$ cat config.mk
export PLATFORM = sky130hd
export DESIGN_NAME = vid_word_condition
export DESIGN_NICKNAME = d
export VERILOG_FILES = /design/src/rtl/vwc_pkg.sv /design/src/rtl/vwc_clip.sv /design/src/rtl/vwc_blank_level.sv /design/src/rtl/vid_word_condition.sv
export SDC_FILE = /design/constraint.sdc
export NUM_CORES = 1
export LEC_CHECK = 0
export ABC_AREA = 0
export ABC_CLOCK_PERIOD_IN_PS = 1900
export CAP_MARGIN = 10
export CORE_ASPECT_RATIO = 1.4
export CORE_MARGIN = 2
export CORE_UTILIZATION = 33
export DETAILED_ROUTE_END_ITERATION = 10
export MAX_ROUTING_LAYER = met4
export RECOVER_POWER = 50
export REMOVE_ABC_BUFFERS = 1
export SLEW_MARGIN = 25
export SYNTH_ARGS = -nofsm -noshare
export SYNTH_HDL_FRONTEND = slang
export SYNTH_HIERARCHICAL = 1
export SYNTH_SLANG_ARGS = --single-unit
$ cat constraint.sdc
create_clock -name clk -period 1.9 [get_ports clk]
set_input_delay 0.38 -clock clk [delete_from_list [all_inputs] [get_ports clk]]
set_output_delay 0.38 -clock clk [all_outputs]
set_load 0.02 [all_outputs]
$ cat src/rtl/vwc_pkg.sv
package vwc_pkg;
  typedef enum logic [2:0] {
    STD_CMP525 = 3'd0,
    STD_CMP625 = 3'd1,
    STD_C422   = 3'd2,
    STD_RGBA   = 3'd3,
    STD_CBYCRA = 3'd4
  } std_e;

  localparam int unsigned BASE_W = 10;
endpackage

$ cat src/rtl/vwc_clip.sv
module vwc_clip #(
  parameter int unsigned W = 10
) (
  input  logic [W-1:0] din,
  input  logic         active,
  input  logic         en,
  output logic [W-1:0] dout
);
  localparam int unsigned SH = W - vwc_pkg::BASE_W;
  localparam logic [W-1:0] LOW_LEGAL  = W'(4) << SH;
  localparam logic [W-1:0] HIGH_LEGAL = W'(11'h3FB) << SH;

  always_comb begin
    dout = din;
    if (en && active) begin
      if (din < LOW_LEGAL)       dout = LOW_LEGAL;
      else if (din > HIGH_LEGAL) dout = HIGH_LEGAL;
    end
  end
endmodule

$ cat src/rtl/vwc_blank_level.sv
module vwc_blank_level #(
  parameter int unsigned W = 10
) (
  input  logic [2:0]   std_code,
  input  logic         locked,
  input  logic [1:0]   phase,
  output logic [W-1:0] level,
  output logic         known
);
  import vwc_pkg::*;
  localparam int unsigned SH = W - BASE_W;
  localparam logic [W-1:0] LVL_CHROMA = W'(10'h200) << SH;
  localparam logic [W-1:0] LVL_LUMA   = W'(10'h040) << SH;
  localparam logic [W-1:0] LVL_C525   = W'(10'h0F0) << SH;
  localparam logic [W-1:0] LVL_C625   = W'(10'h100) << SH;

  logic chroma_slot;
  assign chroma_slot = ~phase[0];

  always_comb begin
    level = '0;
    known = locked;
    case (std_e'(std_code))
      STD_CMP525: level = LVL_C525;
      STD_CMP625: level = LVL_C625;
      STD_C422,
      STD_CBYCRA: level = chroma_slot ? LVL_CHROMA : LVL_LUMA;
      STD_RGBA:   level = LVL_LUMA;
      default:    known = 1'b0;
    endcase
  end
endmodule

$ cat src/rtl/vid_word_condition.sv
module vid_word_condition #(
  parameter int unsigned W = 10
) (
  input  logic         clk,
  input  logic         rst_n,
  input  logic [W-1:0] in_word,
  input  logic         in_valid,
  input  logic         in_active,
  input  logic [2:0]   std_code,
  input  logic         std_locked,
  input  logic [1:0]   phase,
  input  logic         clip_en,
  input  logic         blank_pin_n,
  input  logic         blank_reg_n,
  output logic [W-1:0] out_word,
  output logic         out_valid,
  output logic         std_unknown
);
  localparam int unsigned SYNC_STAGES = 2;

  logic [SYNC_STAGES-1:0] rst_pipe;
  logic                   rst_q;

  always_ff @(posedge clk or negedge rst_n) begin
    if (!rst_n) rst_pipe <= '0;
    else        rst_pipe <= {rst_pipe[SYNC_STAGES-2:0], 1'b1};
  end
  assign rst_q = rst_pipe[SYNC_STAGES-1];

  logic [W-1:0] clipped, level;
  logic         known, blank_req;

  vwc_clip #(.W(W)) u_clip (
    .din(in_word), .active(in_active), .en(clip_en), .dout(clipped)
  );

  vwc_blank_level #(.W(W)) u_level (
    .std_code(std_code), .locked(std_locked), .phase(phase),
    .level(level), .known(known)
  );

  assign blank_req = ~(blank_pin_n & blank_reg_n);

  logic [W-1:0] word_q, word_n;
  logic         valid_q, valid_n, unk_q, unk_n, load_en;

  assign load_en = in_valid;

  always_comb begin
    word_n  = word_q;
    unk_n   = unk_q;
    valid_n = in_valid;
    if (load_en) begin
      unk_n  = ~known;
      word_n = (blank_req && known) ? level : clipped;
    end
  end

  always_ff @(posedge clk or negedge rst_q) begin
    if (!rst_q) begin
      word_q  <= '0;
      valid_q <= 1'b0;
      unk_q   <= 1'b1;
    end else begin
      word_q  <= word_n;
      valid_q <= valid_n;
      unk_q   <= unk_n;
    end
  end

  assign out_word    = word_q;
  assign out_valid   = valid_q;
  assign std_unknown = unk_q;
endmodule

== Word level (Yosys, flattened, before mapping) ==
Cells that the tools add are included.

* Register bits: 14
* Latch bits: 0
* RAM bits: 0
* ROM bits: 0
* Input bits: 23
* Output and inout port bits: 12
* Word-level logic and storage cells: 25
* Memories: 0

* $add $sub $neg: 0
* $mul: 0
* Div/mod/pow operators: 0
* Order comparisons: 2
* Eq/ne operators: 4
* Shift-type cells: 0
* Muxes and demuxes: 7
* Bitwise logic cells: 3
* Reduce and logical (&&, ||, !) cells: 5

{| class="wikitable"
|+ Operators with widths
! operator !! number
|-
| 10-bit two-way mux || 5
|-
| 10-bit case mux with 4 select lines || 1
|-
| 10-bit greater-than comparator (second input constant) || 1
|-
| 10-bit by 3-bit less-than comparator with 1-bit output (second input constant) || 1
|-
| 3-bit by 2-bit equality test with 1-bit output (second input constant) || 2
|-
| 5-bit OR reduction || 1
|-
| 3-bit by 1-bit equality test with 1-bit output (second input constant) || 1
|-
| 3-bit equality test (second input constant) || 1
|-
| 3-bit logical NOT || 1
|-
| 1-bit logical AND || 2
|-
| 1-bit inverter || 2
|-
| 2-bit OR reduction || 1
|-
| 1-bit bitwise AND || 1
|-
| 1-bit two-way mux || 1
|}

== Depth between registers and ports, before layout ==
Gate-level depths: netlist (run 1).

* Depth after elaboration: 5
* Gate-level depth with buffers: 6
* Depth with buffers taken out: 5

== Hierarchy ==
Netlist (run 1), hierarchy kept.

{| class="wikitable"
|+ Modules (own cells, without submodules)
! module !! times used !! cells an instance !! area an instance (um^2) !! seq. area each (um^2)
|-
| vid_word_condition || 1 || 62 || 593.1 || 351.6
|-
| vwc_blank_level || 1 || 17 || 123.9 || 0.0
|-
| vwc_clip || 1 || 18 || 107.6 || 0.0
|}

== Worst setup path before layout (run 1) ==
Ideal clock, no wire load.

* Path kind: in2reg
* From: input port std_code[0]
* To: register word_q[0], in the netlist out_word[0]
* Library setup time: 0.141 ns
* Arrival time: 1.104 ns
* Required time: 1.759 ns
* Slack: 0.655 ns
* Stages on the path: 6
* Path buffers: 1
* Cell sequence: o21ai_0 -> and2_1 -> a21bo_1 -> buf_6 -> nand2_1 -> a31oi_1

* Word-level cells in the longest chain between the ends: 5
* Elaborated cells between the ends (all ways): 11
* Classes of those cells: eq/ne (4); mux (3); reduce/logical (4)

{| class="wikitable"
|+ RTL lines
! element !! RTL line !! source
|-
| from (decl) || vid_word_condition.sv:9 || <nowiki>input logic [2:0] std_code,</nowiki>
|-
| 3-bit by 1-bit equality test with 1-bit output (tied with other cells) || vwc_blank_level.sv:23 || <nowiki>case (std_e'(std_code))</nowiki>
|-
| 5-bit OR reduction (no source line) (*) || n/a ||
|-
| 1-bit two-way mux (*) || vwc_blank_level.sv:23 ||
|-
| named net known || vid_word_condition.sv:31 || <nowiki>logic known, blank_req;</nowiki>
|-
| 1-bit logical AND (*) || vid_word_condition.sv:55 || <nowiki>word_n = (blank_req && known) ? level : clipped;</nowiki>
|-
| 10-bit two-way mux (*) || vid_word_condition.sv:55 ||
|-
| to (signal assigned) || vid_word_condition.sv:65 || <nowiki>word_q <= word_n;</nowiki>
|-
| to (decl) || vid_word_condition.sv:44 || <nowiki>logic [W-1:0] word_q, word_n;</nowiki>
|}

Mark *: on every way through the listed nets, which the timed path passes. The rest lies on a longest branch.
A chain may end at the register's enable or synchronous reset.

== Worst setup path in the final report (run 1) ==
* From: register unk_q, in the netlist std_unknown
* To: output port std_unknown

{| class="wikitable"
|+ RTL lines
! element !! RTL line !! source
|-
| from (decl) || vid_word_condition.sv:45 || <nowiki>logic valid_q, valid_n, unk_q, unk_n, load_en;</nowiki>
|-
| from (signal assigned) || vid_word_condition.sv:67 || <nowiki>unk_q <= unk_n;</nowiki>
|-
| to (decl) || vid_word_condition.sv:17 || <nowiki>output logic std_unknown</nowiki>
|}

No word-level cell between the ends.

==> results of run 1 <==
==> area by class of cell <==
class                           count  area share
Multi-Input combinational cell     67       0.323
Tap cell                           34      0.0361
Timing Repair Buffer               37       0.302
Clock buffer                        4      0.0308
Inverter                            3     0.00954
Sequential cell                    14       0.298
==> report_power, final <==
part	leakage [nW]	internal (mW)	switching (mW)
Clock	0.0210	0.116	0.0951
Combinational	0.300	0.118	0.105
Sequential	0.159	0.328	0.0190
Total	0.481	0.563	0.219
==> worst max-delay path by stage <==
| stage | startpoint | end | slack, ps | depth (start not counted) |
|---|---|---|---|---|
| after floorplan | std_code[0] | out_word[4] | 680 | 5 |
| after global placement | std_code[0] | out_word[9] | 60 | 6 |
| after detailed placement | std_code[0] | out_word[3] | 20 | 6 |
| after CTS | std_unknown | std_unknown | 90 | 1 |
| after global routing | std_unknown | std_unknown | 60 | 1 |
| final | std_unknown | std_unknown | 110 | 1 |
==> layer usage <==
metal  part of all wire  routed length [um]
met5                  0                   0
met3              0.060                 107
met4              0.011                  19
met1               0.42                 753
met2               0.51                 905
==> stage by stage <==
| step | hold WS (ps) | worst slack, ps |
|---|---|---|
| after global routing | 270 | 58.3 |
| after detailed placement | 222 | 17.9 |
| after floorplan | 84.4 | 681 |
| after global placement | 218 | 61.3 |
| after CTS | 230 | 93.8 |
| final | 209 | 112 |
==> cell usage in the layout, fill, tap and decap left out, types with 2 or more instances in the layout <==
| cell type | Yosys | routed |
|---|---|---|
| clkbuf_4 | 0 | 3 |
| inv_1 | 3 | 3 |
| a31oi_1 | 10 | 10 |
| buf_4 | 6 | 3 |
| o21a_1 | 2 | 2 |
| dfrtp_1 | 13 | 13 |
| o21ai_0 | 2 | 2 |
| nor2_1 | 10 | 10 |
| nor4_2 | 2 | 2 |
| clkdlybuf4s50_1 | 0 | 31 |
| conb_1 | 2 | 5 |
| nor3_2 | 2 | 2 |
| nand2_1 | 21 | 21 |
| dlygate4sd3_1 | 0 | 2 |
| nand4_1 | 3 | 3 |
==> logic make-up (layout without fill, tap and decap cells) <==
logic type / Yosys count / in the layout
AO/OA/AOI/OAI: 18 / 18
XOR/XNOR: 1 / 1
buffers and inverters: 19 / 44
flip-flops: 14 / 14
multiplexers: 1 / 1
other: 2 / 5
AND/OR/NAND/NOR: 42 / 42
==> flip-flops by register name, summed over array words and instances (netlist names) <==
name / count
out_word: 10
std_unknown: 1
out_valid: 1
rst_pipe: 2
==> flow_summary_export.csv, run 1 <==
group,metric,value,unit
clock_network,clockBufferDepth,2,
global_routing,grt.busiest_layer,"met2",
placed_design,port_buffers,33,
detailed_routing,route.detailed.drc,0,
setup_path,crit_slowest_cell,"clkdlybuf4s50_1",
run,drv_cap,0,
worst_hold_path,hp-class,"reg -> async",
synthesis,yosysMostFrequentCell,"nand2_1",
synthesis,ys_warn_count,6,
synthesis,synth_top_family_by_area,"simple AND/OR/NAND/NOR gates",
clock_network,clockRootBuffer,"clkbuf_4",
cells_and_area,final_cell_area,1180,um2
cells_and_area,multi_input_area,382,um2
sta,setup_viol_count_final,0,
cells_and_area,drive_gt1_frac,0.112,
sta,drv_slew,0,
clock_network,h-tree-depth,1,
sta,skew,1.24,ps
synthesis,synth_flop_cell,"dfrtp_1",
floorplan,initial_core_util,0.345,
cells_and_area,fin_util,0.493,
clock_network,cts_sinks,14,
floorplan,core,2390,um2
cells_and_area,seqCellArea,352,um2
global_routing,grt_max_degree,23,
cells_and_area,nFillCells,232,
cells_and_area,stdcell_count,159,
power_and_ir_drop,power.leakage,0.481,nW
power_and_ir_drop,p_per_area,663,nW/um2
synthesis,yosysUniqueCellTypes,26,
synthesis,synthArstFlopShare,1.00,
floorplan,die_h,63.1,um
sta,timing.final.crit_share,0.941,
global_routing,grt_pass1_vias,725,
synthesis,synth_cells,97,
sta,slew-limit-headroom,0.407,
synthesis,netlist_area,825,um2
setup_path,ff2ff_path_depth,2,
floorplan,num_rows,21,
detailed_routing,drtAntennaViolNets,0,
setup_path,cp-start-kind,"register",
synthesis,avgSynthCellArea,8.50,um2
cells_and_area,antenna_cells,0,
synthesis,ys_seq_elements,14,
placed_design,detailed_place.area,1150,um2
detailed_routing,vias_per_cell,4.68,
setup_path,path_max_fanout,2,
synthesis,synth_common_cells,"nand2_1 (21), dfrtp_1 (13), a31oi_1 (10), nor2_1 (10), clkbuf_1 (8)",
global_routing,met3_usage,0.0315,
setup_path,r2r-end,"std_unknown",
clock_network,cts_buffers,3,
sta,period_needed,1790,ps
sta,max_freq,559,MHz
detailed_routing,drtIter0Drc,17,
setup_path,rr_startpoint,"std_unknown",
clock_network,cts_tree,"yes",
global_routing,use_met2,0.217,
synthesis,yosysSeqAreaShare,0.426,
synthesis,synth-simple-area-share,0.249,
clock_network,post_cts_buffers,0,
floorplan,pin_count,35,
cells_and_area,area_growth,43.1,%
setup_path,critPathKind,"reg -> out",
outcome,status,"complete, no violations",
detailed_routing,dr.pass1.iters,4,
clock_network,holdBufCountCts,0,
global_routing,grt_use_total,0.143,
clock_network,ctsResizeCount,0,
setup_path,r2r_slack,1150,ps
global_routing,use_met1,0.158,
floorplan,dieArea,2920,um2
synthesis,synthAdderAreaFrac,0,
placed_design,dp_hpwl,1420,um
setup_path,arrival,1410,ps
setup_path,crit_path_cell_trace,"clkdlybuf4s50_1",
power_and_ir_drop,p_total,782,uW
placed_design,routabilityCongestion,0.758,
synthesis,synth_edf_count,0,
floorplan,die_x,46.2,um
cells_and_area,nets,149,
clock_network,clk_latency,270,ps
synthesis,netlist.area_leader.share,0.395,
setup_path,crit_path_max_incr_delay,600,ps
detailed_routing,dr_total_vias,744,
global_routing,grt_pass1_wl,2970,um
power_and_ir_drop,irDropWorstVdd,0.287,mV
global_routing,grt_overflow,0,
clock_network,clk_pin_slew_worst_paths,90,ps
sta,tns,0,ps
setup_path,cp.required,1520,ps
synthesis,synth_compound_area_frac,0.168,
detailed_routing,wl_per_cell,11.2,um
synthesis,ys_top_cells_by_area,"dfrtp_1 (39%), nand2_1 (9.6%), a31oi_1 (7.6%), buf_4 (5.5%), nor2_1 (4.6%)",
detailed_routing,routed_wl,1790,um
global_routing,antenna_found_initial,0,
sta,grt_setup_unrepaired,"no",
placed_design,dp.cells,155,
synthesis,synthMuxAreaShare,0.0121,
setup_path,crit_path_end_kind,"output pin",
synthesis,yosysTopAreaCell,"dfrtp_1",
setup_path,cpLargestDelayFamily,"buffers and inverters",
setup_path,crit_buf_inv,1,
synthesis,synth_xor_area_frac,0.0106,
sta,worstMarginPinSlew,889,ps
sta,hold_viol_final,0,
Note: power is estimated with default switching activity, not from simulation.
==> run 2: changes to the inputs <==
--- a/config.mk
+++ b/config.mk
@@ -11,6 +11,7 @@
 export CORE_ASPECT_RATIO = 1.4
 export CORE_MARGIN = 2
 export CORE_UTILIZATION = 33
+export CTS_CLUSTER_SIZE = 14
 export DETAILED_ROUTE_END_ITERATION = 10
 export MAX_ROUTING_LAYER = met4
 export RECOVER_POWER = 50
==> results of run 2 <==
No change in the layout: final DEF, timing and power equal those of run 1.
